File: config.mk
export PLATFORM = sky130hd
export DESIGN_NAME = abs_cmd_gen
export DESIGN_NICKNAME = d
export VERILOG_FILES = /design/src/rtl/abs_cmd_pkg.sv /design/src/rtl/abs_cmd_decode.sv /design/src/rtl/abs_cmd_encode.sv /design/src/rtl/abs_cmd_gen.sv
export SDC_FILE = /design/constraint.sdc
export NUM_CORES = 1
export LEC_CHECK = 0
export ABC_AREA = 0
export BUFFER_PORTS_ARGS = -buffer_cell sky130_fd_sc_hd__buf_2
export CAP_MARGIN = 20
export CORE_UTILIZATION = 34
export CTS_CLUSTER_DIAMETER = 150
export DETAILED_ROUTE_END_ITERATION = 7
export GPL_TIMING_DRIVEN = 0
export PLACE_DENSITY = 0.77
export SLEW_MARGIN = 20
export SYNTH_ARGS = -nofsm -noshare
export SYNTH_HDL_FRONTEND = slang
export SYNTH_SLANG_ARGS = --single-unit
File: constraint.sdc
create_clock -name clk_i -period 1.14 [get_ports clk_i]
set_clock_uncertainty 0.05 [all_clocks]
set_input_delay 0.057 -clock clk_i [delete_from_list [all_inputs] [get_ports clk_i]]
set_output_delay 0.057 -clock clk_i [all_outputs]
set_load 0.1 [all_outputs]
File: src/rtl/abs_cmd_pkg.sv
package abs_cmd_pkg;
  typedef enum logic [2:0] {
    ERR_NONE   = 3'd0,
    ERR_BUSY   = 3'd1,
    ERR_NOTSUP = 3'd2,
    ERR_EXC    = 3'd3,
    ERR_HALT   = 3'd4
  } err_e;

  localparam logic [6:0]  OP_LOAD  = 7'b0000011;
  localparam logic [6:0]  OP_STORE = 7'b0100011;
  localparam logic [6:0]  OP_JAL   = 7'b1101111;
  localparam logic [2:0]  F3_WORD  = 3'b010;
  localparam logic [2:0]  F3_DBL   = 3'b011;
  localparam logic [31:0] EBREAK   = 32'h00100073;
  localparam logic [15:0] GPR_LO   = 16'h1000;
  localparam logic [15:0] GPR_HI   = 16'h101F;

  // jal x0 with J-type immediate scramble
  function automatic logic [31:0] jal_x0(input logic [20:0] off);
    return {off[20], off[10:1], off[11], off[19:12], 5'd0, OP_JAL};
  endfunction
endpackage

File: src/rtl/abs_cmd_decode.sv
module abs_cmd_decode
  import abs_cmd_pkg::*;
#(
  parameter int NHARTS = 4,
  parameter int HART_W = 2
) (
  input  logic [31:0]       cmd_i,
  input  logic [HART_W-1:0] hart_i,
  input  logic [NHARTS-1:0] halted_i,
  input  logic              busy_i,
  output err_e              verdict_o,
  output logic              ok_o,
  output logic [4:0]        gpr_o,
  output logic              wr_o,
  output logic              dbl_o
);
  logic [7:0]  cmd_type;
  logic [2:0]  cmd_size;
  logic [15:0] regno;
  logic        reg_ok;
  logic        size_ok;
  logic        hart_halted;

  assign cmd_type = cmd_i[31:24];
  assign cmd_size = cmd_i[22:20];
  assign regno    = cmd_i[15:0];
  assign wr_o     = cmd_i[16];
  assign dbl_o    = (cmd_size == 3'd3);
  assign gpr_o    = regno[4:0];
  assign reg_ok   = (regno >= GPR_LO) && (regno <= GPR_HI);
  assign size_ok  = (cmd_size == 3'd2) || (cmd_size == 3'd3);

  always_comb begin
    hart_halted = 1'b0;
    if (32'(hart_i) < NHARTS) hart_halted = halted_i[hart_i];
  end

  always_comb begin
    if (busy_i)                 verdict_o = ERR_BUSY;
    else if (cmd_type != 8'd0)  verdict_o = ERR_NOTSUP;
    else if (!reg_ok)           verdict_o = ERR_NOTSUP;
    else if (!hart_halted)      verdict_o = ERR_HALT;
    else if (!size_ok)          verdict_o = ERR_NOTSUP;
    else                        verdict_o = ERR_NONE;
  end

  assign ok_o = (verdict_o == ERR_NONE);
endmodule

File: src/rtl/abs_cmd_encode.sv
module abs_cmd_encode
  import abs_cmd_pkg::*;
#(
  parameter int HART_W     = 2,
  parameter int ENTRY_BASE = 'h100,
  parameter int CODE_BASE  = 'h200,
  parameter int EXC_BASE   = 'h300,
  parameter int XCHG_ADDR  = 'h380
) (
  input  logic [HART_W-1:0] hart_i,
  input  logic [4:0]        gpr_i,
  input  logic              wr_i,
  input  logic              dbl_i,
  output logic [31:0]       code0_o,
  output logic [31:0]       code1_o,
  output logic [31:0]       entry_o,
  output logic [31:0]       exc_o
);
  localparam logic [11:0] XIMM = 12'(XCHG_ADDR);

  logic [2:0]  f3;
  logic [20:0] slot;
  logic [20:0] off_entry;
  logic [20:0] off_exc;

  assign f3        = dbl_i ? F3_DBL : F3_WORD;
  assign slot      = 21'(ENTRY_BASE) + 21'({hart_i, 2'b00});
  assign off_entry = 21'(CODE_BASE) - slot;
  assign off_exc   = slot - 21'(EXC_BASE);

  // register write -> load into gpr; register read -> store from gpr
  assign code0_o = wr_i ? {XIMM, 5'd0, f3, gpr_i, OP_LOAD}
                        : {XIMM[11:5], gpr_i, 5'd0, f3, XIMM[4:0], OP_STORE};
  assign code1_o = EBREAK;
  assign entry_o = jal_x0(off_entry);
  assign exc_o   = jal_x0(off_exc);
endmodule

File: src/rtl/abs_cmd_gen.sv
module abs_cmd_gen
  import abs_cmd_pkg::*;
#(
  parameter int NHARTS     = 4,
  parameter int HART_W     = (NHARTS > 1) ? $clog2(NHARTS) : 1,
  parameter int ENTRY_BASE = 'h100,
  parameter int CODE_BASE  = 'h200,
  parameter int EXC_BASE   = 'h300,
  parameter int XCHG_ADDR  = 'h380
) (
  input  logic              clk_i,
  input  logic              rst_ni,
  input  logic              cmd_valid_i,
  input  logic [31:0]       cmd_word_i,
  input  logic [HART_W-1:0] hart_sel_i,
  input  logic [NHARTS-1:0] halted_i,
  input  logic              busy_i,
  input  logic [2:0]        err_i,
  output logic              launch_o,
  output logic [31:0]       code0_o,
  output logic [31:0]       code1_o,
  output logic [HART_W-1:0] slot_idx_o,
  output logic [31:0]       entry_word_o,
  output logic [31:0]       exc_word_o,
  output logic              err_we_o,
  output logic [2:0]        err_code_o
);
  err_e        verdict;
  logic        ok;
  logic [4:0]  gpr;
  logic        wr;
  logic        dbl;
  logic [31:0] w_code0, w_code1, w_entry, w_exc;
  logic        take;

  abs_cmd_decode #(.NHARTS(NHARTS), .HART_W(HART_W)) u_dec (
    .cmd_i(cmd_word_i), .hart_i(hart_sel_i), .halted_i(halted_i), .busy_i(busy_i),
    .verdict_o(verdict), .ok_o(ok), .gpr_o(gpr), .wr_o(wr), .dbl_o(dbl)
  );

  abs_cmd_encode #(
    .HART_W(HART_W), .ENTRY_BASE(ENTRY_BASE), .CODE_BASE(CODE_BASE),
    .EXC_BASE(EXC_BASE), .XCHG_ADDR(XCHG_ADDR)
  ) u_enc (
    .hart_i(hart_sel_i), .gpr_i(gpr), .wr_i(wr), .dbl_i(dbl),
    .code0_o(w_code0), .code1_o(w_code1), .entry_o(w_entry), .exc_o(w_exc)
  );

  // sticky error pending: drop command entirely
  assign take = cmd_valid_i && (err_i == 3'd0);

  always_ff @(posedge clk_i or negedge rst_ni) begin
    if (!rst_ni) begin
      launch_o     <= 1'b0;
      err_we_o     <= 1'b0;
      err_code_o   <= 3'd0;
      code0_o      <= '0;
      code1_o      <= '0;
      slot_idx_o   <= '0;
      entry_word_o <= '0;
      exc_word_o   <= '0;
    end else begin
      launch_o   <= take && ok;
      err_we_o   <= take && !ok;
      if (take && !ok) err_code_o <= verdict;
      if (take && ok) begin
        code0_o      <= w_code0;
        code1_o      <= w_code1;
        slot_idx_o   <= hart_sel_i;
        entry_word_o <= w_entry;
        exc_word_o   <= w_exc;
      end
    end
  end
endmodule


==> flow_summary.yaml, run 1 <==
grt:
  grt_pass1_vias: 1986
  grt_overflow: 0
  grt_pass1_wl_um: 10400
  antenna_found_initial: 0
  track_usage_pct: 22.0
  grt_max_degree: 24
timing:
  hold_viol: 0
  max_slew_margin_pct: 64.9
  slew_violations: 0
  period_share_pct: 128
  hold-worst-slack_ns: 0.00141
  rsz0062_at_grt: "yes"
  worst_pin_slew_ns: 0.526
  fmax_mhz: 686
  worst_slack_ns: -0.318
  setup_viol_count_final: 61
  min_period_ns: 1.46
detailed_routing:
  post_drt_wl_per_cell_um: 14.8
  ant_nets: 0
  viasPerCell: 3.93
  routed_wl_um: 7180
  drc: 0
  drt_pass1_iterations: 4
  initialDrtViolationCount: 27
  num_vias: 1911
logic_synthesis:
  ys_seq_area_share_pct: 29.2
  synth_cells: 206
  yosysWarnings: 0
  ys_seq_elements: 23
  synth_top_cell_by_area: "buf_4"
  yosysUniqueCellTypes: 31
  synth_area_leaders: "buf_4 43%, dfrtp_1 29%, mux2_2 4.6%"
  syn_area_per_cell_um2: 9.55
  syn_area_um2: 1970
  synth_top_area_share_pct: 42.7
worst_hold_path:
  min_from: "cmd_word_i[0]"
  min_path_cells: 3
  min_path_type: "input pin to flip-flop"
status:
  status: "finished with violations"
  failed_checks: "negative setup slack"
layout:
  nNetsFinal: 461
  antennaDiodeCount: 0
  syn_to_final_growth_pct: 129
  drive_gt1_share_pct: 68.1
  utilization_pct: 81.5
setup_path:
  crit_arrival_ns: 1.35
  crit_fanout: 4
  critPathRequiredTime_ns: 1.03
  critPathLaunch: "exc_word_o[30]$_DFFE_PN0P_"
  r2r_cells: 3
  crit_path_start_kind: "flip-flop"
  crit_type: "flip-flop to output pin"
  endpoint_kind: "output pin"
  r2r-start: "exc_word_o[30]$_DFFE_PN0P_"
clock_tree:
  insertion_delay_ns: 0.26
  cts.sinks: 23
  cts_tree: "built"
  htreeDepth: 1
  clock_path_buffers: 2
  cts_buffers: 3
  clk_pin_slew_ns: 0.08
  cts_root_buffer: "clkbuf_8"
placed_design:
  gp_congestion: 0.751
  hpwl_um: 3570
  io_buffers: 104
pwr:
  comb_power_share_pct: 54.8
  pwr-share-seq_pct: 28.5
  internal_power_uw: 1410
  peakVddDrop_mv: 0.570
  p_clk_share_pct: 16.7
  switchingPower_uw: 1590
  p_leak_uw: 0.00233
  power_density_nw_per_um2: 663
  swShare_pct: 53.0
floorplanning:
  die_h_um: 78.1
  ios: 180
  die_area_um2: 6100
  die_w_um: 78.1
  start_util_pct: 35.5
  placementRows: 27
  core_um2: 5540
flow_run:
  cap_violations: 0
synth_stat cells:
library cell and instances:
buf_4 112, dfrtp_1 23, inv_1 9, mux2_2 8, mux2i_1 8, nand2_1 7
nor2b_1 6, nor2_1 3, nor4_1 3, a211oi_1 2, mux2_4 2, nand2b_1 2
nand3_1 2, or2_2 2, a21boi_0 1, a31oi_1 1, and4_1 1, buf_8 1
clkbuf_1 1, conb_1 1, ha_1 1, mux4_2 1, nand3_2 1, nor3_1 1
nor3_4 1, nor3b_1 1, nor4b_1 1, nor4b_4 1, o21ai_0 1, o31ai_1 1
or4b_2 1
timing repair:
action,4_1_cts,5_1_grt
gates cloned,3,1
setup buffers,20,1
endpoints found under the setup margin,84,68
resized for setup,235,25
pin swaps,5,9
hold buffers,6,0
endpoints found under the hold margin,29,0
layout make-up:
type | instances | area [um2]
timing repair buffer | 135 | 1660
clock buffer | 3 | 41.3
clock inverter | 1 | 5.00
tap | 72 | 90.1
fill | 296 | 1020
sequential | 23 | 597
multi-input combinational | 130 | 907
buffer | 113 | 1190
inverter | 9 | 33.8
layer usage:
layer / vias up / GRT usage, % / wire [um]
li1: 896 / - / -
met1: 887 / 19.8 / 2260
met2: 116 / 48.1 / 4270
met3: 12 / 4.42 / 512
met4: 0 / 4.63 / 140
met5: - / 0 / 0
flip-flops by register name, indices dropped and copies added (netlist names):
register      count
err_code_o        3
exc_word_o        2
entry_word_o      3
err_we_o          1
launch_o          1
code0_o          12
slot_idx_o        1
worst max-delay path: stages (launching register included):
cell       delay (ns)
dfrtp_4          0.51
buf_6            0.15
clkbuf_16        0.16
buf_12           0.12
buf_12           0.15
worst paths after layout:
kind	endpoint	slack, ns
max	entry_word_o[3]	-0.32
min	code0_o[7]$_DFFE_PN0P_	0.001
max reg2reg	exc_word_o[30]$_DFFE_PN0P_	-0.13
min reg2reg	code0_o[23]$_DFFE_PN0P_	0.47
max in group asynchronous	exc_word_o[30]$_DFFE_PN0P_	0.40
min in group asynchronous	code0_o[12]$_DFFE_PN0P_	0.24
layout by cell type, fill, tap and decap left out, types with 3 or more instances in the layout:
cell / count
dlygate4sd3_1: 6
buf_16: 4
inv_1: 9
buf_4: 95
nor4_4: 3
mux2_4: 10
nor2b_1: 6
mux2i_1: 8
dfrtp_4: 5
conb_1: 71
buf_2: 37
nand2_1: 6
buf_6: 36
dfrtp_1: 16
buf_12: 65
clkbuf_8: 3
through the flow:
step	setup slack [ns]	instance area (um2)	cells	power [uW]	setup TNS [ns]
CTS	-0.299	4380	485	2960	-12.25
detailed placement	-0.890	3140	452	2380	-32.63
global placement	-0.901	3140	452	2370	-32.30
floorplan	-0.431	2530	276	2260	-17.19
global route	-0.349	4520	486	3090	-15.85
finish	-0.318	4520	486	2990	-12.93
power by group through the flow:
| stage | sequential, uW | combinational [uW] | clock, uW |
|---|---|---|---|
| global placement | 867 | 1510 | 0 |
| finish | 855 | 1640 | 500 |
| floorplan | 985 | 1270 | 0 |
| global route | 855 | 1680 | 553 |
| detailed placement | 868 | 1520 | 0 |
| CTS | 853 | 1580 | 532 |
cells by family after synthesis:
kind of cell | synth area share, %
other | 0.191
DFF | 29.2
buffers and inverters | 45.4
AOI/OAI and AO/OA | 2.10
muxes | 11.3
and+or+nand+nor | 11.1
adders and majority gates | 0.636
(Power assumes the default switching activity.)
==> inputs of run 2 (changes only) <==
clock period = 1.2 ns   (was 1.14 ns; I/O delays follow)
==> flow_summary.yaml, run 2 (synthesis results as in run 1) <==
setup_path:
  crit_chain: "buf_12 > buf_12 > buf_12"
  crit_arrival_ns: 1.29
  critPathRequiredTime_ns: 1.09
  worst-path-stages: 3
  critPathBufInv: 3
  crit_slowest_cell: "dfrtp_4"
  crit_path_start_kind: "flip-flop"
  rrSetupSlack_ns: 0.04
  cp_slowest_stage_delay_ns: 0.56
  path_delay_family: "flip-flops"
  r2r_end: "exc_word_o[30]$_DFFE_PN0P_"
  crit_fanout: 9
  endpoint_kind: "output pin"
  r2r_cells: 2
  cpMostUsedCell: "buf_12"
  crit_type: "flip-flop to output pin"
  r2r-start: "exc_word_o[30]$_DFFE_PN0P_"
layout:
  fillers: 337
  mostFrequentLayoutCells: "90 x buf_4, 71 x conb_1, 56 x buf_12"
  top_register: "code0_o"
  reg_top3: "code0_o (12), entry_word_o (3), err_code_o (3)"
  nNetsFinal: 455
  final_common_cell: "buf_4"
  largest_reg_flops: 12
  regArea_um2: 589
  multi_input_area_um2: 900
  syn_to_final_growth_pct: 118
  drive_gt1_share_pct: 66.9
  stdcell_area_um2: 4280
  antennaDiodeCount: 0
pwr:
  p_leak_uw: 0.00224
  switchingPower_uw: 1490
  comb_power_share_pct: 54.6
  peakVddDrop_mv: 0.502
  internal_power_uw: 1350
  pwr-share-seq_pct: 28.5
  p_clk_share_pct: 16.8
  power_density_nw_per_um2: 663
  swShare_pct: 52.5
  p_total_uw: 2840
detailed_routing:
  post_drt_wl_per_cell_um: 13.5
  viasPerCell: 3.80
  num_vias: 1823
  ant_nets: 0
  drt_pass1_iterations: 4
  wl_met2_um: 3790
  drc: 0
  top_layer: "met4"
  initialDrtViolationCount: 37
  routed_wl_um: 6460
  wl_met3_um: 440
  wirelength_met1_um: 2220
clock_tree:
  insertion_delay_ns: 0.26
  cts.sinks: 23
  htreeDepth: 1
  cts_root_buffer: "clkbuf_8"
  cts_buffers: 3
  clock_path_buffers: 2
  clk_pin_slew_ns: 0.08
  cts_tree: "built"
floorplanning:
  core_um2: 5540
  start_util_pct: 35.5
  die_area_um2: 6100
  placementRows: 27
  ios: 180
  die_w_um: 78.1
  die_h_um: 78.1
status:
  status: "finished with violations"
  failed_checks: "negative setup slack"
worst_hold_path:
  min_from: "cmd_word_i[4]"
  whs_endpoint: "code0_o[11]$_DFFE_PN0P_"
  min_path_type: "input pin to flip-flop"
  min_path_cells: 3
placed_design:
  place_area_um2: 3120
  hpwl_um: 3350
  gp_congestion: 0.735
  place_ws_ns: -0.733
  io_buffers: 104
timing:
  slew_violations: 0
  min_period_ns: 1.40
  rsz0062_at_grt: "yes"
  worst_slack_ns: -0.200
  period_share_pct: 117
  setup_viol_count_final: 47
  hold_viol: 0
  worst_pin_slew_ns: 0.533
  max_slew_margin_pct: 64.4
  fmax_mhz: 714
grt:
  antenna_found_initial: 0
  grt_pass1_vias: 1774
  track_usage_pct: 19.2
  grt_max_degree: 24
  grt_overflow: 0
  grt_pass1_wl_um: 9150
flow_run:
  cap_violations: 0
## run 2: metrics by stage
| stage | hold slack, ns | setup TNS, ns | cells | utilization (%) |
|---|---|---|---|---|
| 2_1_floorplan | -0.286 | -13.55 | 276 | - |
| 3_3_place_gp | 0.0244 | -26.14 | 452 | 56.3 |
| 3_5_place_dp | 0.0254 | -26.72 | 452 | 56.3 |
| 4_1_cts | 0.00719 | -6.83 | 478 | 74.0 |
| 5_1_grt | 0.00345 | -9.30 | 480 | 77.3 |
| 6_report | 0.00757 | -7.42 | 480 | 77.3 |
## run 2: how the worst max path moves through the flow
stage	to	slack (ns)	startpoint
after floorplan	code0_o[20]$_DFFE_PN0P_	-0.37	hart_sel_i[0]
after global placement	code0_o[21]$_DFFE_PN0P_	-0.73	err_i[2]
after detailed placement	code0_o[21]$_DFFE_PN0P_	-0.73	hart_sel_i[0]
after CTS	entry_word_o[1]	-0.19	exc_word_o[30]$_DFFE_PN0P_
after global routing	entry_word_o[1]	-0.23	exc_word_o[30]$_DFFE_PN0P_
final	entry_word_o[0]	-0.20	exc_word_o[30]$_DFFE_PN0P_
## run 2: area by class of cell
cell class	count	area share, %
clock buffers	4	1.05
repair buffers	128	34.5
plain buffers	114	26.8
multi-input cells	130	21.0
well taps	72	2.10
inverters	9	0.789
flip-flops and latches	23	13.8
## run 2: worst reg2reg max path: stages (launching register included)
cell     delay [ns]
dfrtp_4        0.56
buf_16         0.19
or2_4          0.25
## run 2: power groups by stage
stage	Combinational, uW	Sequential [uW]	Clock [uW]
finish	1550	810	477
CTS	1480	808	503
global placement	1430	822	0
global route	1590	811	537
floorplan	1210	936	0
detailed placement	1440	823	0
## run 2: layer usage
metal,GRT usage (%),vias to the layer above
li1,-,888
met1,18.8,835
met2,41.1,98
met3,3.26,2
met4,3.33,0
met5,0,-
## run 2: repair_timing
action	in CTS	in global routing
gates resized for setup	166	38
pin swaps	5	7
hold buffers	6	0
buffers inserted	14	3
setup endpoints to repair	63	67
hold endpoints to repair	28	0
cloned	2	0
